`config.mk`:
```
export PLATFORM = sky130hd
export DESIGN_NAME = cal_time_counter
export DESIGN_NICKNAME = d
export VERILOG_FILES = /design/src/rtl/cal_time_counter.sv
export SDC_FILE = /design/constraint.sdc
export NUM_CORES = 1
export LEC_CHECK = 0
export BUFFER_PORTS_ARGS = -buffer_cell sky130_fd_sc_hd__buf_2
export CORE_ASPECT_RATIO = 1.75
export CORE_MARGIN = 3
export CORE_UTILIZATION = 30
export CTS_BUF_LIST = sky130_fd_sc_hd__clkbuf_2
export DETAILED_ROUTE_END_ITERATION = 10
export PLACE_DENSITY = 0.57
export SLEW_MARGIN = 15
export SYNTH_ARGS = -nofsm -noshare
export SYNTH_HDL_FRONTEND = slang
export SYNTH_SLANG_ARGS = --single-unit
```
`constraint.sdc`:
```
create_clock -name clk -period 3.8 [get_ports clk]
set_input_delay 0.95 -clock clk [delete_from_list [all_inputs] [get_ports clk]]
set_output_delay 0.95 -clock clk [all_outputs]
set_load 0.02 [all_outputs]
```
`src/rtl/cal_time_counter.sv`:
```
module cal_time_counter #(
  parameter int ADDR_W     = 8,
  parameter int DATA_W     = 32,
  parameter int CTRL_OFS   = 'h20,
  parameter int FIELD_BASE = 'h40
) (
  input  logic              clk,
  input  logic              rst_n,
  input  logic              tick_1hz,
  input  logic              wr_en,
  input  logic [ADDR_W-1:0] wr_addr,
  input  logic [DATA_W-1:0] wr_data,
  input  logic [ADDR_W-1:0] rd_addr,
  output logic [DATA_W-1:0] rd_data
);

  localparam logic [ADDR_W-1:0] A_CTRL = ADDR_W'(CTRL_OFS);
  localparam logic [ADDR_W-1:0] A_YEAR = ADDR_W'(FIELD_BASE);
  localparam logic [ADDR_W-1:0] A_MON  = ADDR_W'(FIELD_BASE + 4);
  localparam logic [ADDR_W-1:0] A_DOM  = ADDR_W'(FIELD_BASE + 8);
  localparam logic [ADDR_W-1:0] A_DOW  = ADDR_W'(FIELD_BASE + 12);
  localparam logic [ADDR_W-1:0] A_HOUR = ADDR_W'(FIELD_BASE + 16);
  localparam logic [ADDR_W-1:0] A_MIN  = ADDR_W'(FIELD_BASE + 20);
  localparam logic [ADDR_W-1:0] A_SEC  = ADDR_W'(FIELD_BASE + 24);

  logic       stop_q;
  logic [5:0] sec_q, min_q;
  logic [4:0] hour_q, dom_q;
  logic [2:0] dow_q;
  logic [3:0] mon_q;
  logic [6:0] year_q;

  logic       leap;
  logic [4:0] mlen;
  logic       adv, c_min, c_hour, c_day, c_mon, c_year;

  assign leap   = (year_q[1:0] == 2'd0) && (year_q != 7'd0);
  assign adv    = tick_1hz && !stop_q;
  assign c_min  = adv && (sec_q >= 6'd59);
  assign c_hour = c_min && (min_q >= 6'd59);
  assign c_day  = c_hour && (hour_q >= 5'd23);
  assign c_mon  = c_day && (dom_q >= mlen);
  assign c_year = c_mon && (mon_q >= 4'd12);

  always_comb begin
    case (mon_q)
      4'd2:                      mlen = leap ? 5'd29 : 5'd28;
      4'd4, 4'd6, 4'd9, 4'd11:   mlen = 5'd30;
      default:                   mlen = 5'd31;
    endcase
  end

  always_ff @(posedge clk or negedge rst_n) begin
    if (!rst_n) begin
      stop_q <= 1'b1;
      sec_q  <= '0;
      min_q  <= '0;
      hour_q <= '0;
      dow_q  <= '0;
      dom_q  <= 5'd1;
      mon_q  <= 4'd1;
      year_q <= '0;
    end else begin
      if (adv)    sec_q  <= c_min  ? 6'd0 : sec_q + 6'd1;
      if (c_min)  min_q  <= c_hour ? 6'd0 : min_q + 6'd1;
      if (c_hour) hour_q <= c_day  ? 5'd0 : hour_q + 5'd1;
      if (c_day) begin
        dow_q <= (dow_q >= 3'd6) ? 3'd0 : dow_q + 3'd1;
        dom_q <= c_mon ? 5'd1 : dom_q + 5'd1;
      end
      if (c_mon)  mon_q  <= c_year ? 4'd1 : mon_q + 4'd1;
      if (c_year) year_q <= (year_q >= 7'd99) ? 7'd0 : year_q + 7'd1;
      if (wr_en) begin
        case (wr_addr)
          A_CTRL: stop_q <= wr_data[0];
          A_YEAR: year_q <= wr_data[6:0];
          A_MON:  mon_q  <= wr_data[3:0];
          A_DOM:  dom_q  <= wr_data[4:0];
          A_DOW:  dow_q  <= wr_data[2:0];
          A_HOUR: hour_q <= wr_data[4:0];
          A_MIN:  min_q  <= wr_data[5:0];
          A_SEC:  sec_q  <= wr_data[5:0];
          default: ;
        endcase
      end
    end
  end

  always_comb begin
    case (rd_addr)
      A_CTRL:  rd_data = DATA_W'(stop_q);
      A_YEAR:  rd_data = DATA_W'(year_q);
      A_MON:   rd_data = DATA_W'(mon_q);
      A_DOM:   rd_data = DATA_W'(dom_q);
      A_DOW:   rd_data = DATA_W'(dow_q);
      A_HOUR:  rd_data = DATA_W'(hour_q);
      A_MIN:   rd_data = DATA_W'(min_q);
      A_SEC:   rd_data = DATA_W'(sec_q);
      default: rd_data = '0;
    endcase
  end

endmodule

```
# ---- Word level (Yosys, flattened, before mapping)
# Index checks and enable logic that the tools add are counted.
# Widths: inputs -> output; s select.
dict set report totals {
  regBits 37
  output_inout_bits 32
  inputBits 52
}
dict set report op_classes {
  n_addsub 7
  n_lt_le_gt_ge 7
  mux 31
  reduce_logical 12
  n_eq_ne 21
}
# op count
set op_table {}
lappend op_table {{$eq 8x7->1 const B} 14}
lappend op_table {{$pmux 7 s8} 1}
lappend op_table {{$mux 6} 8}
lappend op_table {{$mux 5} 8}
lappend op_table {{$mux 7} 4}
lappend op_table {{$eq 8x6->1 const B} 2}
lappend op_table {{$mux 4} 4}
lappend op_table {{$add 6x1->6 const B} 2}
lappend op_table {{$ge 6x6->1 const B} 2}
lappend op_table {{$mux 3} 4}
lappend op_table {{$add 5x1->5 const B} 2}
lappend op_table {{$eq 4x3->1 const B} 2}
lappend op_table {{$eq 4x4->1 const B} 2}
lappend op_table {{$add 7x1->7 const B} 1}
lappend op_table {{$ge 7x7->1 const B} 1}
lappend op_table {{$logic_and 1x1->1} 7}
lappend op_table {{$reduce_bool 7->1} 1}
lappend op_table {{$ge 5x5->1} 1}
lappend op_table {{$ge 5x5->1 const B} 1}
lappend op_table {{$add 4x1->4 const B} 1}
lappend op_table {{$eq 4x2->1 const B} 1}
lappend op_table {{$ge 4x4->1 const B} 1}
lappend op_table {{$pmux 2 s2} 1}
lappend op_table {{$reduce_or 4->1} 1}
lappend op_table {{other kinds (6)} 6}

# ---- Longest topological paths before layout
# Gate-level depths: netlist (run 1).
dict set report depth {
  ltp_word 11
  depth_mapped 13
  ltp_nobuf 12
}

# ---- Least setup slack after synthesis (run 1)
# No wires, ideal clock.
dict set report synth_path {
  path_kind {in2out}
  startpoint {in rd_addr[1]}
  endpoint {out rd_data[1]}
  cell_stages 4
  arrival_ns 2.099
  slack_ns 0.751
  path_cell_list {or3_1 > nor3_1 > a222oi_1 > nand3_1}
}
dict set report synth_between {
  elab_chain_cells 2
  word_cells_on_any_way 9
  classes_between {eq/ne: 8; mux: 1}
}
# item line
set synth_lines {}
lappend synth_lines {{start: declaration} 13} ;# input logic [ADDR_W-1:0] rd_addr,
lappend synth_lines {{$eq 8x7->1 / $eq 8x6->1 (equally long branches)} 90} ;# case (rd_addr)
lappend synth_lines {{$pmux 7 s8 (*)} 90}
lappend synth_lines {{end: declaration} 14} ;# output logic [DATA_W-1:0] rd_data
# Mark *: on every way between the ends. The rest lies on a longest branch, timed or not.

# ---- Worst setup path after layout (run 1)
dict set report layout_path {
  startpoint {in rd_addr[5]}
  endpoint {out rd_data[3]}
}
# Same word-level chain as after synthesis.

==> results by group, run 1 <==
Critical path
  • CP Max Fanout: 5
  • FF-to-FF setup slack: 0.53 ns
  • Slowest library cell on the worst path: sky130_fd_sc_hd__nor3_1
  • Worst Setup End Kind: output port
  • Crit Path Category: in2out
  • Endpoint of the lowest-slack register-to-register path: year_q[5]
  • Worst path cell trace: buf_2 > nor3b_1 > nand2b_1 > nor3_1 > a222oi_1 > nand2_1 > buf_2
  • R2R Path Start: year_q[3]
  • Crit path launch type: input port
  • Launching instance or port of the critical path: rd_addr[5]
  • Req. time, crit path: 2.85 ns
  • Delay contributed by the slowest stage of the critical path: 0.47 ns
  • Worst path most repeated cell: sky130_fd_sc_hd__buf_2
  • Critical path data arrival time: 2.61 ns
  • Worst Reg2Reg Path Length in Cells: 11

Synth
  • Number of synthesis warnings: 0
  • Async set or reset register ratio after synthesis: 100%
  • Number of distinct library cells after synthesis: 60
  • Number of standard cells after synthesis: 363
  • Total standard cell area after synthesis: 2960 sq um
  • Number of flops mapped to enable cells by yosys: 0
  • Main flop type after synthesis: sky130_fd_sc_hd__dfrtp_1
  • Number of flip-flops and latches in the synthesized netlist: 37
  • Mean post-synth cell area: 8.17 sq um
  • Sequential fraction of the synthesis area: 31.4%

Placement
  • Post-DP HPWL: 7470 um
  • RD Place Congestion: 0.967
  • Number of input and output port buffers inserted: 33
  • Post-placement worst setup slack: 0.0930 ns

Floorplan
  • Initial core utilization: 31.1%
  • I/O pin total: 84
  • Die area: 11200 sq um
  • Number of rows created at floorplan: 47
  • Total core area: 9530 sq um
  • Horiz. Die Dim: 81.1 um
  • Die extent in y: 137 um

Timing
  • Tcrit/Tclk final: 93.6%
  • Finish-stage setup viols: 0
  • Worst setup margin: 0.243 ns
  • Relative max-transition margin: 40.3%
  • Final Critical Period: 3.56 ns
  • RSZ-0062 raised after global routing: false
  • Slew at the pin closest to its max-slew limit: 0.895 ns
  • Post-Route Setup TNS: 0 ns
  • Worst Skew: 0.0134 ns
  • F_max: 281 MHz
  • Fin. Hold Viols: 0
  • Max-slew violation count: 0

Route
  • DR vias/cell: 5.73
  • Total Routed Length: 9590 um
  • Violation count after the first detailed-route iteration: 316
  • Count of antenna-violating nets left after detailed routing: 0
  • Overall via count from detail_route: 2975
  • WL per Instance: 18.5 um
  • Number of remaining DRC errors: 0
  • Drt first pass iters: 5

Outcome
  • Run status: completed

Global route
  • Antenna violations before repair: 1
  • Total global routing overflow: 0
  • Combined global-route utilization of all metal layers: 18.1%
  • Largest net degree at the start of global routing: 38
  • Via count of the first global-routing pass: 2827
  • Global-route wire length before repair: 15000 um

Power and ir drop
  • Cell leakage power: 1.41 nW
  • Areal power density over the cells: 283 nW/um^2
  • Maximum vdd ir drop: 0.0790 mV

CTS
  • Worst-path clk slew: 0.19 ns
  • Clock Tree Root: sky130_fd_sc_hd__clkbuf_2
  • Post-cts hold buffer count: 0
  • Number of buffers created by CTS: 5
  • CTS sink cnt: 37
  • Gates resized, CTS repair: 0
  • Later-pin clock latency in the skew report: 0.42 ns
  • TritonCTS clock tree: yes
  • Level count of the clock H-tree: 2
  • Total setup buffers inserted after CTS: 0
  • Clock Path Buffers: 2

Layout
  • Most common cell after layout, fill and taps aside: sky130_fd_sc_hd__nand2_1
  • Layout cell share with drive strength beyond 1: 14.1%
  • Filler cell count in the final layout: 1050
  • Register area: 930 sq um
  • Total area of multi-input combinational cells: 1830 sq um
  • Area Overhead vs Synth: 8.19%
  • Most frequent cells in the layout: sky130_fd_sc_hd__nand2_1 (43), sky130_fd_sc_hd__dfrtp_1 (34), sky130_fd_sc_hd__nor2_1 (33), sky130_fd_sc_hd__buf_2 (33), sky130_fd_sc_hd__conb_1 (25)
  • Final nets: 462

Worst hold path
  • Hold path depth: 2
  • Class of the most critical hold timing path: reg2reg
  • Worst Hold End: sec_q[5]
  • Startpoint of the lowest-slack hold path: sec_q[5]

Job
  • # Max-Cap Violations: 0
[sequential cells by signal, indices dropped and copies added, names as in the netlist]
signal,flops
hour_q,5
dom_q,5
sec_q,6
min_q,6
stop_q,1
mon_q,4
dow_q,3
year_q,7
[routing by layer]
layer / vias to the layer above / global-route usage [%] / wire, um
li1: 1395 / - / -
met1: 1395 / 19.1 / 3280
met2: 152 / 32.8 / 5140
met3: 33 / 2.49 / 605
met4: 0 / 11.6 / 557
met5: - / 0 / 0
[worst max-delay path by stage]
stage,end,slack (ns),cells after the start
global placement,rd_data[1],0.15,7
detailed placement,rd_data[1],0.09,7
global route,rd_data[3],0.12,7
finish,rd_data[3],0.24,7
CTS,rd_data[1],0.08,7
floorplan,rd_data[1],0.75,4
[cell families after synthesis]
group | count (synthesis) | synth area share [%]
flip-flops | 37 | 31.4
buffers and inverters | 49 | 10.0
XOR/XNOR | 4 | 1.18
other | 1 | 0.127
multiplexers | 3 | 1.06
adder cells (fa/ha/maj) | 14 | 5.91
AND/OR/NAND/NOR | 156 | 26.7
AO/OA/AOI/OAI | 99 | 23.7
[where the power goes]
part	internal, mW	total [mW]	switching (mW)
logic	0.0774	0.191	0.113
clock network	0.0428	0.184	0.141
registers	0.447	0.533	0.0861
total	0.567	0.907	0.341
[cell usage after synthesis, drive strengths merged (7+ instances only)]
| cell | instances | share of area [%] |
|---|---|---|
| nand2 | 44 | 5.8 |
| inv | 12 | 1.5 |
| ha | 14 | 5.9 |
| nor2 | 34 | 4.4 |
| o21ai | 18 | 3.0 |
| and2 | 8 | 1.7 |
| clkbuf | 7 | 0.93 |
| nor3 | 12 | 2.0 |
| a21oi | 15 | 2.5 |
| dfrtp | 34 | 29 |
| buf | 30 | 7.6 |
| a31oi | 14 | 3.0 |
| nand3 | 17 | 2.9 |
| a222oi | 8 | 2.7 |
[layout make-up]
type | instances | area share (%)
Clock buffer | 6 | 0.936
Clock inverter | 1 | 0.117
Tap cell | 122 | 4.76
Sequential cell | 37 | 29.0
Multi-Input combinational cell | 301 | 57.2
Inverter | 12 | 1.40
Antenna cell | 1 | 0.0780
Timing Repair Buffer | 39 | 6.55
[critical path, delay by kind of cell]
| kind | cells | cell delay (ns) |
|---|---|---|
| compound gates | 1 | 0.18 |
| simple gates | 4 | 1.18 |
| buf+inv | 2 | 0.29 |
[per-stage QoR]
stage / area, sq um / hold slack, ns / instances / utilization (%) / power, mW
final: 3210 / 0.607 / 519 / 33.7 / 0.907
after global routing: 3210 / 0.634 / 519 / 33.7 / 0.976
after CTS: 3200 / 0.606 / 518 / 33.6 / 0.915
after detailed placement: 3170 / 0.577 / 511 / 33.2 / 0.730
after global placement: 3170 / 0.562 / 511 / 33.2 / 0.724
after floorplan: 3050 / 0.508 / 387 / - / 0.671
Note: power is estimated with default switching activity, not from simulation.
==> run 2, diff against run 1 <==
--- a/config.mk
+++ b/config.mk
@@ -12,6 +12,7 @@
 export CTS_BUF_LIST = sky130_fd_sc_hd__clkbuf_2
 export DETAILED_ROUTE_END_ITERATION = 10
 export PLACE_DENSITY = 0.57
+export SETUP_SLACK_MARGIN = 0.5
 export SLEW_MARGIN = 15
 export SYNTH_ARGS = -nofsm -noshare
 export SYNTH_HDL_FRONTEND = slang
==> results by group, run 2 (same netlist as run 1, synthesis figures left out) <==
Route
  • DR vias/cell: 5.81 (+1.3%)
  • WL per Instance: 18.7 um (+1.4%)
  • Number of remaining DRC errors: 0 (unchanged)
  • Overall via count from detail_route: 3043 (+2.3%)
  • Count of antenna-violating nets left after detailed routing: 0 (unchanged)
  • Total Routed Length: 9820 um (+2.4%)
  • Violation count after the first detailed-route iteration: 343 (+8.5%)
  • Drt first pass iters: 6 (+1)

Power and ir drop
  • Cell leakage power: 1.46 nW (+3.9%)
  • Combinational cell fraction of total power: 21.8% (+0.8 points)
  • Proportion of power drawn by flip-flops and latches: 57.9% (-0.8 points)
  • Share of total power in the clock network: 20.2% (about the same)
  • Share of total power consumed by net switching: 38.0% (+0.43 points)
  • Cell-internal power: 572 uW (+0.89%)
  • Areal power density over the cells: 277 nW/um^2 (-2.3%)
  • Total power: 922 uW (+1.6%)
  • Net switching power figure: 350 uW (+2.8%)
  • Maximum vdd ir drop: 0.0791 mV (+0.12%)

Timing
  • Post-Route Setup TNS: 0 ns (unchanged)
  • Worst Skew: 0.0244 ns (+0.0110 ns)
  • Finish-stage setup viols: 0 (unchanged)
  • Relative max-transition margin: 40.2% (-0.16 points)
  • Hold Worst Slack: 0.601 ns (-0.00580 ns)
  • Worst setup margin: 0.333 ns (+0.0898 ns)
  • Fin. Hold Viols: 0 (unchanged)
  • Final Critical Period: 3.47 ns (-0.0898 ns)
  • RSZ-0062 raised after global routing: true
  • F_max: 288 MHz (+2.6%)
  • Max-slew violation count: 0 (unchanged)
  • Slew at the pin closest to its max-slew limit: 0.898 ns (+0.00238 ns)
  • Tcrit/Tclk final: 91.2% (-2.4 points)

Worst hold path
  • Class of the most critical hold timing path: in2async

Placement
  • Post-DP HPWL: 7470 um (unchanged)
  • Post-placement worst setup slack: 0.0930 ns (unchanged)
  • Post-placement cell count: 511 (unchanged)
  • Number of input and output port buffers inserted: 33 (unchanged)
  • RD Place Congestion: 0.967 (unchanged)

Layout
  • Most common cell after layout, fill and taps aside: sky130_fd_sc_hd__nand2_1
  • Area Overhead vs Synth: 12.5%
  • Final nets: 467 (+1.1%)
  • Flip-flop count of the largest register, all copies and words added: 7 (unchanged)
  • Finished Layout Cells: 524 (+0.96%)
  • Largest register by flop count: year_q
  • Most frequent cells in the layout: sky130_fd_sc_hd__nand2_1 (41), sky130_fd_sc_hd__dfrtp_1 (34), sky130_fd_sc_hd__nor2_1 (31)
  • Layout cell share with drive strength beyond 1: 18.0% (+3.8 points)
  • Registers with the most flip-flops: year_q x7, min_q x6, sec_q x6

Critical path
  • Slowest library cell on the worst path: sky130_fd_sc_hd__a222oi_1
  • Crit path launch type: input port
  • Critical path data arrival time: 2.52 ns (-0.09 ns)
  • Worst Setup End Kind: output port
  • Delay contributed by the slowest stage of the critical path: 0.58 ns (+0.11 ns)
  • Worst path cell trace: buf_6 > nor3b_4 > nand2_2 > nor3_2 > buf_4 > a222oi_1 > nand4_1 > buf_4
  • CP Max Fanout: 3 (-2)
  • Req. time, crit path: 2.85 ns (about the same)
  • Crit Path Category: in2out
  • Worst path most repeated cell: sky130_fd_sc_hd__buf_4

Global route
  • Antenna violations before repair: 1 (unchanged)
  • Combined global-route utilization of all metal layers: 18.2% (+0.029 points)
  • Met2 layer usage reported by global route: 33.1% (+0.27 points)
  • Global-route wire length before repair: 15000 um (+0.41%)
  • Most crowded layer after global routing: met2
  • Largest net degree at the start of global routing: 38 (unchanged)
  • Met3 routing resource usage after global routing: 2.55% (+0.065 points)
  • Met1 track demand over resource: 19.0% (-0.16 points)
  • Via count of the first global-routing pass: 2854 (+0.96%)
  • Total global routing overflow: 0 (unchanged)

Floorplan
  • Initial core utilization: 31.1% (unchanged)
  • Number of rows created at floorplan: 47 (unchanged)
  • Horiz. Die Dim: 81.1 um (unchanged)
  • Die extent in y: 137 um (unchanged)
  • Total core area: 9530 sq um (unchanged)
  • I/O pin total: 84 (unchanged)
  • Die area: 11200 sq um (unchanged)

CTS
  • Worst-path clk slew: 0.20 ns (about the same)
  • Clock Tree Root: sky130_fd_sc_hd__clkbuf_2
  • Later-pin clock latency in the skew report: 0.43 ns (about the same)
  • Post-cts hold buffer count: 0 (unchanged)
  • Level count of the clock H-tree: 2 (unchanged)
  • Clock Path Buffers: 2 (unchanged)
  • TritonCTS clock tree: yes
  • Number of buffers created by CTS: 5 (unchanged)
  • CTS sink cnt: 37 (unchanged)

Outcome
  • Run status: completed

Job
  • # Max-Cap Violations: 0 (unchanged)
==> run 2: final cells by class <==
class,instances,area (sq um)
fill,1044,6190
inverter,12,45.0
antenna,1,2.50
multi-input combinational,301,1900
clock inverter,1,3.75
sequential,37,930
tap,122,153
clock buffer,6,30.0
timing repair buffer,44,265
==> run 2: repair_timing <==
action / in CTS / in global routing
resized for setup: 9 / 12
cloned: 0 / 0
setup endpoints to repair: 8 / 9
pin swaps: 4 / 11
setup buffers: 4 / 1
==> run 2: critical path: cells and delay by family <==
kind            cells  cell delay, ns
simple gates        4            0.53
buf+inv             3            0.46
compound gates      1            0.58
==> run 2: final timing paths <==
path                                   end  cells past startpoint  slack [ns]       start
worst min register to register    dow_q[2]                      2        0.61    dow_q[2]
worst max-delay path            rd_data[2]                      8        0.33  rd_addr[6]
max in group asynchronous         sec_q[4]                      1        2.62       rst_n
worst max register to register   year_q[5]                     11        0.69   year_q[3]
min in group clk                  dow_q[2]                      2        0.61    dow_q[2]
worst min-delay path              dom_q[2]                      1        0.60       rst_n
==> run 2: power by group through the flow <==
stage                     logic [mW]  registers [mW]  clock network, mW
after floorplan                0.172           0.499                  0
after global placement         0.187           0.536                  0
after detailed placement       0.193           0.537                  0
after CTS                      0.199           0.531              0.191
after global routing           0.232           0.543              0.211
final                          0.201           0.534              0.187
==> run 2: metal layers <==
metal | vias up | wire length, um
met3 | 34 | 526
met2 | 141 | 5310
met4 | 0 | 520
li1 | 1403 | -
met5 | - | 0
met1 | 1465 | 3460
==> run 2: stage by stage <==
stage	utilization, %	area [sq um]
after detailed placement	33.2	3170
after floorplan	-	3050
after global placement	33.2	3170
final	35.0	3330
after global routing	35.0	3330
after CTS	34.4	3270
==> run 3, diff against run 2 <==
--- a/config.mk
+++ b/config.mk
@@ -5,6 +5,7 @@
 export SDC_FILE = /design/constraint.sdc
 export NUM_CORES = 1
 export LEC_CHECK = 0
+export ABC_AREA = 1
 export BUFFER_PORTS_ARGS = -buffer_cell sky130_fd_sc_hd__buf_2
 export CORE_ASPECT_RATIO = 1.75
 export CORE_MARGIN = 3
==> results by group, run 3 <==
Global route
  • Largest net degree at the start of global routing: 38 (unchanged)
  • Combined global-route utilization of all metal layers: 15.6% (-2.6 points)
  • Global-route wire length before repair: 14400 um (-4.4%)
  • Total global routing overflow: 0 (unchanged)
  • Via count of the first global-routing pass: 3003 (+5.2%)
  • Antenna violations before repair: 1 (unchanged)

Synth
  • Mean post-synth cell area: 7.01 sq um (-14%)
  • Simple-gate share of the synthesized area: 35.3% (+8.6 points)
  • Main flop type after synthesis: sky130_fd_sc_hd__dfrtp_1
  • Fraction of synthesized cell area in xor and xnor cells: 0.561% (-0.62 points)
  • Fraction of synthesized cell area taken by the top area cell type: 27.2% (-1.5 points)
  • Number of standard cells after synthesis: 446 (+23%)
  • Sequential fraction of the synthesis area: 29.8% (-1.6 points)
  • Number of distinct library cells after synthesis: 45 (-25%)
  • Synth Area in Adders: 5.61% (-0.30 points)
  • Biggest area consumer among synthesized cells: sky130_fd_sc_hd__dfrtp_1
  • Number of flip-flops and latches in the synthesized netlist: 37 (unchanged)
  • Number of flops mapped to enable cells by yosys: 0 (unchanged)
  • Library cell with the highest instance count after synthesis: sky130_fd_sc_hd__nand2_1
  • Fraction of the mapped netlist area in compound gates: 13.6% (-10 points)
  • Total standard cell area after synthesis: 3120 sq um (+5.4%)
  • Ranking of synthesized cells by area: sky130_fd_sc_hd__dfrtp_1 (27%), sky130_fd_sc_hd__nand2_1 (11%), sky130_fd_sc_hd__inv_1 (8.0%), sky130_fd_sc_hd__nand3_1 (6.4%), sky130_fd_sc_hd__buf_4 (6.0%)
  • Multiplexer share of the synthesized area: 0% (-1.1 points)
  • Async set or reset register ratio after synthesis: 100% (unchanged)
  • Number of synthesis warnings: 0 (unchanged)
  • Dominant combinational cell family by area after synthesis: simple AND/OR/NAND/NOR gates
  • Ranking of synthesized cells by instance count: sky130_fd_sc_hd__nand2_1 (94), sky130_fd_sc_hd__inv_1 (67), sky130_fd_sc_hd__nor2_1 (43)

Layout
  • Most frequent cells in the layout: sky130_fd_sc_hd__nand2_1 (90), sky130_fd_sc_hd__inv_1 (66), sky130_fd_sc_hd__nor2_1 (42)
  • Layout cell share with drive strength beyond 1: 18.2% (+0.28 points)
  • Post-route cell area: 3470 sq um (+4.2%)
  • Flip-flop count of the largest register, all copies and words added: 7 (unchanged)
  • Most common cell after layout, fill and taps aside: sky130_fd_sc_hd__nand2_1
  • Largest register by flop count: year_q
  • Registers with the most flip-flops: year_q x7, min_q x6, sec_q x6
  • Final nets: 553 (+18%)
  • Area Overhead vs Synth: 11.2%

Route
  • DR vias/cell: 4.97 (-14%)
  • Count of antenna-violating nets left after detailed routing: 0 (unchanged)
  • Drt first pass iters: 5 (-1)
  • Violation count after the first detailed-route iteration: 256 (-25%)
  • Number of remaining DRC errors: 0 (unchanged)
  • Overall via count from detail_route: 3052 (+0.30%)
  • Total Routed Length: 9020 um (-8.1%)
  • WL per Instance: 14.7 um (-22%)

Critical path
  • CP Max Fanout: 4 (+1)
  • Worst path cell trace: buf_2 > inv_1 > nand2_1 > nor2_4 > buf_4 > nand2_1 > o22ai_1 > nor2_1 > nand4_1 > buf_2
  • Req. time, crit path: 2.85 ns (about the same)
  • Crit Path Category: in2out
  • Delay contributed by the slowest stage of the critical path: 0.18 ns (-0.40 ns)
  • Critical path data arrival time: 2.26 ns (-0.26 ns)
  • Slowest library cell on the worst path: sky130_fd_sc_hd__nor2_4
  • Worst Setup End Kind: output port
  • Crit path launch type: input port

CTS
  • Later-pin clock latency in the skew report: 0.43 ns (about the same)
  • Post-cts hold buffer count: 0 (unchanged)
  • Clock Path Buffers: 2 (unchanged)
  • CTS sink cnt: 37 (unchanged)
  • Clock Tree Root: sky130_fd_sc_hd__clkbuf_2
  • Worst-path clk slew: 0.22 ns (+0.02 ns)
  • Level count of the clock H-tree: 2 (unchanged)
  • TritonCTS clock tree: yes
  • Number of buffers created by CTS: 5 (unchanged)

Timing
  • Slew at the pin closest to its max-slew limit: 0.857 ns (-0.0409 ns)
  • RSZ-0062 raised after global routing: true
  • Worst setup margin: 0.586 ns (+0.253 ns)
  • Relative max-transition margin: 42.9% (+2.7 points)
  • Tcrit/Tclk final: 84.6% (-6.7 points)
  • F_max: 311 MHz (+7.9%)
  • Worst Skew: 0.0407 ns (+0.0163 ns)
  • Fin. Hold Viols: 0 (unchanged)
  • Final Critical Period: 3.21 ns (-0.253 ns)
  • Finish-stage setup viols: 0 (unchanged)
  • Max-slew violation count: 0 (unchanged)
  • Post-Route Setup TNS: 0 ns (unchanged)

Power and ir drop
  • Maximum vdd ir drop: 0.0994 mV (+26%)
  • Total power: 1.09 mW (+18%)
  • Areal power density over the cells: 313 nW/um^2 (+13%)
  • Cell leakage power: 1.83 nW (+25%)

Floorplan
  • Number of rows created at floorplan: 48 (+2.1%)
  • Die extent in y: 141 um (+2.5%)
  • Horiz. Die Dim: 83.1 um (+2.5%)
  • Die area: 11700 sq um (+5.1%)
  • Initial core utilization: 31.2% (+0.036 points)
  • Total core area: 10000 sq um (+5.3%)
  • I/O pin total: 84 (unchanged)

Worst hold path
  • Class of the most critical hold timing path: reg2reg

Outcome
  • Run status: completed

Placement
  • Post-placement worst setup slack: 0.345 ns (+0.252 ns)
  • RD Place Congestion: 0.901 (-6.8%)
  • Post-DP HPWL: 7270 um (-2.7%)
  • Number of input and output port buffers inserted: 33 (unchanged)
  • Area after DPL: 3340 sq um (+5.6%)

Job
  • # Max-Cap Violations: 0 (unchanged)
## run 3: final timing paths
check / cells past startpoint / endpoint / slack (ns) / startpoint
max: 10 / rd_data[2] / 0.59 / rd_addr[3]
min reg2reg: 2 / dom_q[0] / 0.53 / dom_q[0]
min in group asynchronous: 1 / min_q[5] / 0.59 / rst_n
min: 2 / dom_q[0] / 0.53 / dom_q[0]
max in group asynchronous: 1 / dow_q[1] / 2.63 / rst_n
max reg2reg: 14 / year_q[3] / 1.12 / mon_q[0]
## run 3: power breakdown
part | switching [mW] | total [mW] | internal [mW]
Clock | 0.143 | 0.183 | 0.0402
Sequential | 0.0664 | 0.534 | 0.468
Combinational | 0.246 | 0.371 | 0.125
Total | 0.456 | 1.09 | 0.633
## run 3: worst max-delay path, delay by kind of cell
| family | cells | cell delay, ns |
|---|---|---|
| AOI/OAI and AO/OA | 1 | 0.17 |
| and+or+nand+nor | 5 | 0.55 |
| buffers and inverters | 4 | 0.59 |
## run 3: through the flow
step | hold slack, ns | std cells | util, %
final | 0.534 | 614 | 34.6
after global routing | 0.556 | 614 | 34.6
after CTS | 0.538 | 611 | 34.0
after detailed placement | 0.511 | 603 | 33.3
after global placement | 0.495 | 603 | 33.3
after floorplan | 0.481 | 470 | -
## run 3: kinds of logic (layout without fill, tap and decap cells)
group | Yosys count | in the layout
other | 1 | 26
flip-flops | 37 | 37
AND/OR/NAND/NOR | 225 | 225
XOR/XNOR | 2 | 2
adder cells (fa/ha/maj) | 14 | 14
buffers and inverters | 97 | 115
AO/OA/AOI/OAI | 70 | 70
## run 3: layout make-up
cell class / count / area (sq um)
Timing Repair Buffer: 37 / 198
Fill cell: 1094 / 6560
Clock buffer: 5 / 25.0
Inverter: 70 / 263
Multi-Input combinational cell: 336 / 1890
Antenna cell: 1 / 2.50
Tap cell: 125 / 156
Sequential cell: 37 / 930
Clock inverter: 3 / 12.5
## run 3: per-layer routing
| metal | wire length (um) | up-vias | part of all wire [%] | track usage [%] |
|---|---|---|---|---|
| li1 | - | 1497 | - | - |
| met1 | 3260 | 1439 | 36 | 15.2 |
| met2 | 4980 | 96 | 55 | 30.8 |
| met3 | 353 | 20 | 3.9 | 1.70 |
| met4 | 430 | 0 | 4.8 | 8.96 |
| met5 | 0 | - | 0 | 0 |
## run 3: repair_timing
| action | CTS | global route |
|---|---|---|
| endpoints found under the hold margin | 0 | 0 |
| gates resized for setup | 7 | 11 |
| setup buffers | 0 | 2 |
| pin swaps | 0 | 3 |
| setup endpoints to repair | 6 | 6 |
